===== src/rtl/stall_diag_pkg.sv =====
`timescale 1ns/1ps
package stall_diag_pkg;
  // Number of monitored resources; bit 5 is the window (dispatch-blocked) resource.
  localparam int NUM_RES = 6;
  localparam int RES_W   = 3;
  localparam int WIN_IDX = 5;

  typedef struct packed {
    logic evalNow;  // interval closes this cycle: judge counts
    logic clear;    // interval closes this cycle: restart counters next cycle
  } diagStrobe_t;
endpackage


===== src/rtl/diag_ctrl.sv =====
`timescale 1ns/1ps
module diag_ctrl
  import stall_diag_pkg::*;
#(
  parameter int INTERVAL_LEN = 10000,
  parameter int RET_W        = 3
) (
  input  logic             clk,
  input  logic             rstN,
  input  logic [RET_W-1:0] retireCnt,
  output diagStrobe_t      strobe
);
  localparam int IC_W = $clog2(INTERVAL_LEN + (1 << RET_W));

  logic [IC_W-1:0] instCnt;
  logic [IC_W-1:0] instSum;
  logic            closeNow;

  always_comb begin
    instSum  = instCnt + IC_W'(retireCnt);
    closeNow = (instSum >= IC_W'(INTERVAL_LEN));
  end

  // Excess retirements in the closing cycle are dropped.
  always_ff @(posedge clk or negedge rstN) begin
    if (!rstN)         instCnt <= '0;
    else if (closeNow) instCnt <= '0;
    else               instCnt <= instSum;
  end

  always_comb begin
    strobe.evalNow = closeNow;
    strobe.clear   = closeNow;
  end
endmodule


===== src/rtl/diag_thr_bank.sv =====
`timescale 1ns/1ps
module diag_thr_bank
  import stall_diag_pkg::*;
#(
  parameter int          NUM_CORES = 4,
  parameter int          THR_W     = 8,
  parameter int unsigned DEF_THR   = 64,
  parameter int          CORE_W    = $clog2(NUM_CORES)
) (
  input  logic                     clk,
  input  logic                     rstN,
  input  logic                     wrEn,
  input  logic [CORE_W-1:0]        wrCore,
  input  logic [RES_W-1:0]         wrRes,
  input  logic [THR_W-1:0]         wrData,
  input  logic [CORE_W-1:0]        rdCore,
  output logic [NUM_RES*THR_W-1:0] rdThr
);
  logic [THR_W-1:0] thrReg [NUM_CORES][NUM_RES];

  for (genvar c = 0; c < NUM_CORES; c++) begin : g_core
    for (genvar r = 0; r < NUM_RES; r++) begin : g_res
      logic hitAddr;
      assign hitAddr = wrEn && (wrCore == CORE_W'(c)) && (wrRes == RES_W'(r));
      always_ff @(posedge clk or negedge rstN) begin
        if (!rstN)        thrReg[c][r] <= THR_W'(DEF_THR);
        else if (hitAddr) thrReg[c][r] <= wrData;
      end
    end
  end

  always_comb begin
    for (int r = 0; r < NUM_RES; r++) begin
      rdThr[r*THR_W +: THR_W] = thrReg[rdCore][r];
    end
  end
endmodule


===== src/rtl/diag_datapath.sv =====
`timescale 1ns/1ps
module diag_datapath
  import stall_diag_pkg::*;
#(
  parameter int CNT_W = 16,
  parameter int THR_W = 8
) (
  input  logic                     clk,
  input  logic                     rstN,
  input  diagStrobe_t              strobe,
  input  logic [NUM_RES-2:0]       stallEvt,
  input  logic [3:0]               windowBlk,
  input  logic [NUM_RES*THR_W-1:0] thrVec,
  output logic [NUM_RES-1:0]       flags,
  output logic                     flagValid,
  output logic [CNT_W-1:0]         cycleTotal
);
  localparam int               PROD_W = CNT_W + THR_W;
  localparam logic [CNT_W-1:0] CMAX   = '1;

  logic [NUM_RES-1:0] evtVec;
  logic [CNT_W-1:0]   cycCnt;
  logic [CNT_W-1:0]   cycNxt;
  logic               cycSat;
  logic [NUM_RES-1:0] hit;

  // Any of the four full-structure causes counts the cycle once.
  assign evtVec = {(|windowBlk), stallEvt};

  always_comb begin
    cycNxt = (cycCnt == CMAX) ? CMAX : cycCnt + 1'b1;
    cycSat = (cycNxt == CMAX);
  end

  always_ff @(posedge clk or negedge rstN) begin
    if (!rstN)             cycCnt <= '0;
    else if (strobe.clear) cycCnt <= '0;
    else                   cycCnt <= cycNxt;
  end

  for (genvar i = 0; i < NUM_RES; i++) begin : g_res
    logic [CNT_W-1:0]  stallCnt;
    logic [CNT_W-1:0]  stallNxt;
    logic [PROD_W-1:0] lhs;
    logic [PROD_W-1:0] rhs;

    always_comb begin
      stallNxt = (stallCnt == CMAX) ? CMAX : stallCnt + CNT_W'(evtVec[i]);
      lhs      = {stallNxt, {THR_W{1'b0}}};
      rhs      = PROD_W'(thrVec[i*THR_W +: THR_W]) * PROD_W'(cycNxt);
      hit[i]   = cycSat ? (stallNxt != '0) : (lhs > rhs);
    end

    always_ff @(posedge clk or negedge rstN) begin
      if (!rstN)             stallCnt <= '0;
      else if (strobe.clear) stallCnt <= '0;
      else                   stallCnt <= stallNxt;
    end
  end

  always_ff @(posedge clk or negedge rstN) begin
    if (!rstN) begin
      flags     <= '0;
      flagValid <= 1'b0;
    end else begin
      flagValid <= strobe.evalNow;
      if (strobe.evalNow) flags <= hit;
    end
  end

  assign cycleTotal = cycCnt;
endmodule


===== src/rtl/stall_interval_diag.sv =====
`timescale 1ns/1ps
module stall_interval_diag
  import stall_diag_pkg::*;
#(
  parameter int          INTERVAL_LEN = 10000,
  parameter int          RET_W        = 3,
  parameter int          CNT_W        = 16,
  parameter int          THR_W        = 8,
  parameter int          NUM_CORES    = 4,
  parameter int unsigned DEF_THR      = 64,
  parameter int          CORE_W       = $clog2(NUM_CORES)
) (
  input  logic               clk,
  input  logic               rstN,
  input  logic [RET_W-1:0]   retireCnt,
  input  logic [4:0]         stallEvt,
  input  logic [3:0]         windowBlk,
  input  logic [CORE_W-1:0]  coreSel,
  input  logic               thrWrEn,
  input  logic [CORE_W-1:0]  thrWrCore,
  input  logic [2:0]         thrWrRes,
  input  logic [THR_W-1:0]   thrWrData,
  output logic [5:0]         bnFlags,
  output logic               bnValid
);
  diagStrobe_t              ctrlStrobe;
  logic [NUM_RES*THR_W-1:0] activeThr;
  logic [CNT_W-1:0]         cycleTotal;
  logic                     evalNowW;
  logic                     clearW;

  assign evalNowW = ctrlStrobe.evalNow;
  assign clearW   = ctrlStrobe.clear;

  diag_ctrl #(
    .INTERVAL_LEN(INTERVAL_LEN),
    .RET_W       (RET_W)
  ) u_ctrl (
    .clk      (clk),
    .rstN     (rstN),
    .retireCnt(retireCnt),
    .strobe   (ctrlStrobe)
  );

  diag_thr_bank #(
    .NUM_CORES(NUM_CORES),
    .THR_W    (THR_W),
    .DEF_THR  (DEF_THR),
    .CORE_W   (CORE_W)
  ) u_bank (
    .clk   (clk),
    .rstN  (rstN),
    .wrEn  (thrWrEn),
    .wrCore(thrWrCore),
    .wrRes (thrWrRes),
    .wrData(thrWrData),
    .rdCore(coreSel),
    .rdThr (activeThr)
  );

  diag_datapath #(
    .CNT_W(CNT_W),
    .THR_W(THR_W)
  ) u_dp (
    .clk       (clk),
    .rstN      (rstN),
    .strobe    (ctrlStrobe),
    .stallEvt  (stallEvt),
    .windowBlk (windowBlk),
    .thrVec    (activeThr),
    .flags     (bnFlags),
    .flagValid (bnValid),
    .cycleTotal(cycleTotal)
  );
endmodule


===== config.mk =====
export PLATFORM = sky130hd
export DESIGN_NAME = stall_interval_diag
export DESIGN_NICKNAME = d
export VERILOG_FILES = /design/src/rtl/stall_diag_pkg.sv /design/src/rtl/diag_ctrl.sv /design/src/rtl/diag_thr_bank.sv /design/src/rtl/diag_datapath.sv /design/src/rtl/stall_interval_diag.sv
export SDC_FILE = /design/constraint.sdc
export NUM_CORES = 2
export LEC_CHECK = 0
export BUFFER_PORTS_ARGS = -buffer_cell sky130_fd_sc_hd__buf_4
export CORE_ASPECT_RATIO = 1.1
export CORE_UTILIZATION = 50
export DETAILED_ROUTE_END_ITERATION = 6
export PLACE_DENSITY_LB_ADDON = 0.05
export SETUP_SLACK_MARGIN = 0.02
export SLEW_MARGIN = 20
export SYNTH_ARGS = -nofsm -noshare
export SYNTH_HDL_FRONTEND = slang
export SYNTH_SLANG_ARGS = --single-unit
export TNS_END_PERCENT = 30

===== constraint.sdc =====
create_clock -name clk -period 10.05 [get_ports clk]
set_clock_uncertainty 0.15 [all_clocks]
set_input_delay 1.5075 -clock clk [delete_from_list [all_inputs] [get_ports clk]]
set_output_delay 1.5075 -clock clk [all_outputs]
set_load 0.01 [all_outputs]

# Yosys cells after proc, flatten, opt, wreduce, memory -nomap -nowiden
# Index checks and enable logic that the tools add are counted.
[classes] reduce_logical=37 n_addsub=8 mul=6 n_lt_le_gt_ge=8 muxes=24 n_bitwise=1 n_eq_ne=16
[op_table] op="16-bit 2-to-1 mux" n=14
[op_table] op="24-bit greater-than comparator" n=6
[op_table] op="8-bit by 16-bit multiplier with 24-bit output" n=6
[op_table] op="16-bit == test, second input constant" n=8
[op_table] op="16-bit by 1-bit adder with 16-bit output" n=6
[op_table] op="48-bit binary-select mux with 2-bit select" n=1
[op_table] op="48-bit 2-to-1 mux" n=2
[op_table] op="16-bit nonzero test" n=6
[op_table] op="1-bit logical AND" n=28
[op_table] op="16-bit by 1-bit adder with 16-bit output, second input constant" n=1
[op_table] op="14-bit by 3-bit adder with 14-bit output" n=1
[op_table] op="14-bit >= comparator, second input constant" n=1
[op_table] op="14-bit 2-to-1 mux" n=1
[op_table] op="3-bit by 2-bit == test with 1-bit output, second input constant" n=2
[op_table] op="3-bit == test, second input constant" n=2
[op_table] op="1-bit 2-to-1 mux" n=6
[op_table] op="2-bit == test, second input constant" n=2
[op_table] op="4-bit OR reduction" n=1
[op_table] op="3-bit by 1-bit == test with 1-bit output, second input constant" n=1
[op_table] op="3-bit >= comparator, second input constant" n=1
[op_table] op="3-bit zero test" n=1
[op_table] op="2-bit NOT with 3-bit output" n=1
[op_table] op="2-bit by 1-bit == test with 1-bit output, second input constant" n=1
[op_table] op="2-bit zero test" n=1
[totals] reg_bits=325 inputBits=30 output_inout_bits=7 elab_cells=134

# Longest topological paths before layout
[logic_depth] depth_word=7 mapped_depth=35 depth_no_buf=32

# Hierarchy
# Synthesis repeated with hierarchy kept, for this count alone.
[hier_totals] hier_cells=4520 hier_area_um2=43219.0
[modules_own_cells] module="diag_datapath" n_inst=1 cells_per_inst=3914 area_each_um2=33613.5 seq_area_each_um2=2977.9
[modules_own_cells] module="diag_thr_bank" n_inst=1 cells_per_inst=502 area_each_um2=8519.4 seq_area_each_um2=4834.6
[modules_own_cells] module="diag_ctrl" n_inst=1 cells_per_inst=104 area_each_um2=1086.0 seq_area_each_um2=350.3

# Worst setup path after synthesis
# No wires, ideal clock.
[synth_timing] kind="input to register" from="input coreSel[0]" to="register u_dp.flags[4]" required_time_ns=9.777 path_buffers=5 setup_ns=0.123 slack_ns=0.816 path_stages=29 arrival_ns=8.961 cell_sequence="clkbuf_1 > buf_2 > buf_2 > buf_2 > mux2_2 > o21ai_1 > clkbuf_1 > nor2_1 > fa_1 > fa_1 > fa_1 > inv_1 > fa_1 > inv_1 > ha_1 > or3_1 > o211ai_1 > a21oi_1 > a211oi_1 > nor2_1 > a311o_1 > ha_1 > nand3_1 > nor3_1 > nand3_1 > or4_1 > o41ai_1 > mux2_2 > o21ai_1"
[synth_between] elab_chain_len=7
[synth_lines] item="start, declared" line="stall_interval_diag.sv:18" rtl="input logic [CORE_W-1:0] coreSel,"
[synth_lines] item="2-bit NOT with 3-bit output (implied by the code)" line="diag_thr_bank.sv:34" rtl="rdThr[r*THR_W +: THR_W] = thrReg[rdCore][r];"
[synth_lines] item="48-bit binary-select mux with 2-bit select" line="diag_thr_bank.sv:34"
[synth_lines] item="48-bit 2-to-1 mux (2 in series)"
[synth_lines] item="8-bit by 16-bit multiplier with 24-bit output" line="diag_datapath.sv:50" rtl="rhs = PROD_W'(thrVec[i*THR_W +: THR_W]) * PROD_W'(cycNxt);"
[synth_lines] item="24-bit greater-than comparator" line="diag_datapath.sv:51" rtl="hit[i] = cycSat ? (stallNxt != '0) : (lhs > rhs);"
[synth_lines] item="1-bit 2-to-1 mux" line="diag_datapath.sv:51"
[synth_lines] item="end signal, assigned" line="diag_datapath.sv:67" rtl="if (strobe.evalNow) flags <= hit;"
[synth_lines] item="end, declared" line="diag_datapath.sv:14" rtl="output logic [NUM_RES-1:0] flags,"
# Every way passes these cells. The select of a mux whose other input is x is not followed.
# A chain may end at the register's enable or synchronous reset.

# Final worst setup path
[layout_timing] from="input coreSel[0]" to="register u_dp.flags[2]"
# Same word-level chain as after synthesis.

==> run_results.csv <==
group,metric,value,unit
outcome,status,"complete, no violations",
sta,final_hold_viol_count,0,
sta,fin_crit,8.75,ns
sta,worst_slew_pin_slew,0.983,ns
synth,synth_edf_count,0,
placement,dpl_cell_area,43600,sq um
synth,syn_inst,4748,
route,drt-total-wl,101,mm
placement,dpl.hpwl,74.4,mm
cts,cts-buffers-inserted,42,
setup_path,cp-startpoint,"coreSel[0]",
route,routed_via_density,5.53,
synth,avgSynthCellArea,8.87,sq um
cts,clockBufferDepth,3,
global_routing,grt_pass1_wl,172,mm
floorplanning,dieArea,85400,sq um
setup_path,end_kind,"flop",
cts,root_buffer,"clkbuf_16",
route,dr.pass1.iters,7,
floorplanning,rows,111,
sta,min_period_over_period,87.1,%
sta,slew-limit-headroom,34.4,%
setup_path,reg2reg_depth,29,
sta,rsz0062_at_grt,"false",
route,drt_iter0_drc,1636,
route,post_drt_wl_per_cell,17.5,um
route,drc,0,
setup_path,r2r_start,"u_dp.cycleTotal[0]$_DFF_PN0_",
sta,setup_viol,0,
cts,clock-sinks,325,
global_routing,grt_pass1_vias,33315,
synth,yosys.area.top_type,"fa_1",
cells_and_area,final_cells,5790,
placement,io_buffers,36,
synth,yosysSeqAreaShare,19.4,%
cells_and_area,layout-drive-gt1-share,12.7,%
synth,synthFlopType,"dfrtp_1",
cells_and_area,seqCellArea,8160,sq um
setup_path,cp_max_fo,30,
cts,cts_resized,0,
placement,gp_congestion,0.816,
min_path,min_from,"u_bank.thrReg[179]$_DFFE_PN0P_",
route,num_vias,32017,
synth,syn_nets,5659,
synth,yosys.area.top_type_share,24.0,%
cts,hold_buffers,0,
sta,clock.fmax,114,MHz
cells_and_area,postLayoutCellArea,45100,sq um
sta,tns,0,ns
setup_path,cp-start-kind,"input port",
cts,clkTransAtPathRegs,0.06,ns
cells_and_area,layout.nets,5593,
global_routing,track_usage,24.7,%
sta,layout_setup_ws,1.30,ns
floorplanning,start_util,50.6,%
synth,syn_area,42100,sq um
floorplanning,die_w,279,um
min_path,hp-class,"flop to flop",
synth,post_synth_main_area_contributors,"fa_1, dfrtp_1, ha_1, nor2_1, mux2_2",
cts,cts_tree,"done",
sta,finalMaxSlewViolations,0,
synth,synth.most_common_cell,"nor2_1",
cells_and_area,fill_cells,7942,
setup_path,critPathArrivalTime,9.12,ns
job,drv_cap,0,
synth,synthTopCellsByCount,"nor2_1, inv_1, fa_1",
cts,postCtsSetupRepairBufs,0,
synth,ys_ff_latch,325,
synth,synth_cell_types,77,
global_routing,grt_max_degree,78,
floorplanning,ios,37,
route,drtAntennaViolNets,0,
global_routing,antenna_found_initial,3,
cells_and_area,area_growth,7.09,%
synth,yosysWarnings,0,
setup_path,crit_required,10.42,ns
floorplanning,coreArea,83300,sq um
synth,synthArstFlopShare,100,%
global_routing,overflow,0,
min_path,min_path_cells,1,
floorplanning,die_y,306,um
cts,clkLatencyLatePin,0.59,ns
setup_path,path_class,"input port to flop",
cts,htreeDepth,2,
cells_and_area,multiInputGateArea,30800,sq um
placement,dp_slack,0.683,ns
placement,dp.cells,5711,
[area by class of cell]
class | count | share of cell area [%]
multi-input combinational | 3551 | 68.2
sequential | 325 | 18.1
inverter | 644 | 5.36
tap | 1073 | 2.98
clock buffer | 56 | 2.63
timing repair buffer | 118 | 2.01
clock inverter | 21 | 0.713
antenna | 2 | 0.0111
[worst paths after layout]
path	to	slack, ns
worst max-delay path	u_dp.flags[2]$_DFFE_PN0N_	1.30
worst min-delay path	u_bank.thrReg[179]$_DFFE_PN0P_	0.35
worst max register to register	u_dp.flags[4]$_DFFE_PN0N_	1.37
worst min register to register	u_bank.thrReg[179]$_DFFE_PN0P_	0.35
max in group asynchronous	u_dp.g_res[2].stallCnt[12]$_DFF_PN0_	6.80
min in group asynchronous	u_dp.g_res[5].stallCnt[15]$_DFF_PN0_	0.74
[layout by cell type (no fill, tap or decap), drive strengths merged, types with 28 or more instances in the layout]
cell	n
clkbuf	56
nor3	66
ha	376
inv	648
nand4	49
a21o	61
xor2	95
mux2	247
nand3	86
a31oi	28
a211oi	28
mux2i	57
o21ai	124
or2	103
nand2	240
nor2	865
nor4	37
dfrtp	301
fa	505
and2	42
buf	118
a21oi	178
and3	36
xnor2	84
[layer usage]
| metal | part of all wire [%] | global-route usage, % |
|---|---|---|
| met3 | 3.9 | 2.94 |
| met5 | 0.0079 | 0 |
| met4 | 2.4 | 6.77 |
| met2 | 49 | 43.0 |
| met1 | 45 | 32.4 |
[state kept, by name, summed over array words and instances, names as in the netlist]
signal and cells:
u_bank.thrReg 192, u_ctrl.instCnt 14, u_dp.cycleTotal 16, u_dp.flagValid 1, u_dp.flags 6, u_dp.g_res.stallCnt 96
[cells by family after synthesis]
| kind of cell | count (synthesis) | share of synthesized area (%) |
|---|---|---|
| AOI/OAI and AO/OA | 546 | 8.10 |
| xor gates and xnor gates | 179 | 3.72 |
| adders and majority gates | 881 | 35.2 |
| buffers and inverters | 872 | 7.86 |
| DFF | 325 | 19.4 |
| muxes | 304 | 7.96 |
| and+or+nand+nor | 1641 | 17.8 |
[critical path, cell delays in order]
cell and delay, ns:
buf_4 0.39, buf_4 0.48, mux2_2 0.38, o21ai_1 0.59, buf_4 0.29, nor2_1 0.07
fa_1 0.54, fa_1 0.51, fa_1 0.49, inv_1 0.05, fa_1 0.47, inv_1 0.04
ha_1 0.21, or3_1 0.37, o2111ai_1 0.24, nand2_1 0.10, a311o_1 0.41, and4_1 0.24
nor4_1 0.33, ha_1 0.22, nand4_1 0.13, nor3_1 0.28, o21ai_0 0.14, o211ai_1 0.11
o41ai_1 0.10, mux2_2 0.27, o21ai_1 0.12
[metrics by stage]
step           hold WS [ns]  utilization (%)
2_1_floorplan         0.324                -
3_3_place_gp          0.333             52.3
3_5_place_dp          0.340             52.3
4_1_cts               0.353             54.1
5_1_grt               0.361             54.1
6_report              0.351             54.1
Power is left out: the tool's default activity adds up to more than one toggle a clock period on the data nets, which glitch-free logic cannot reach.
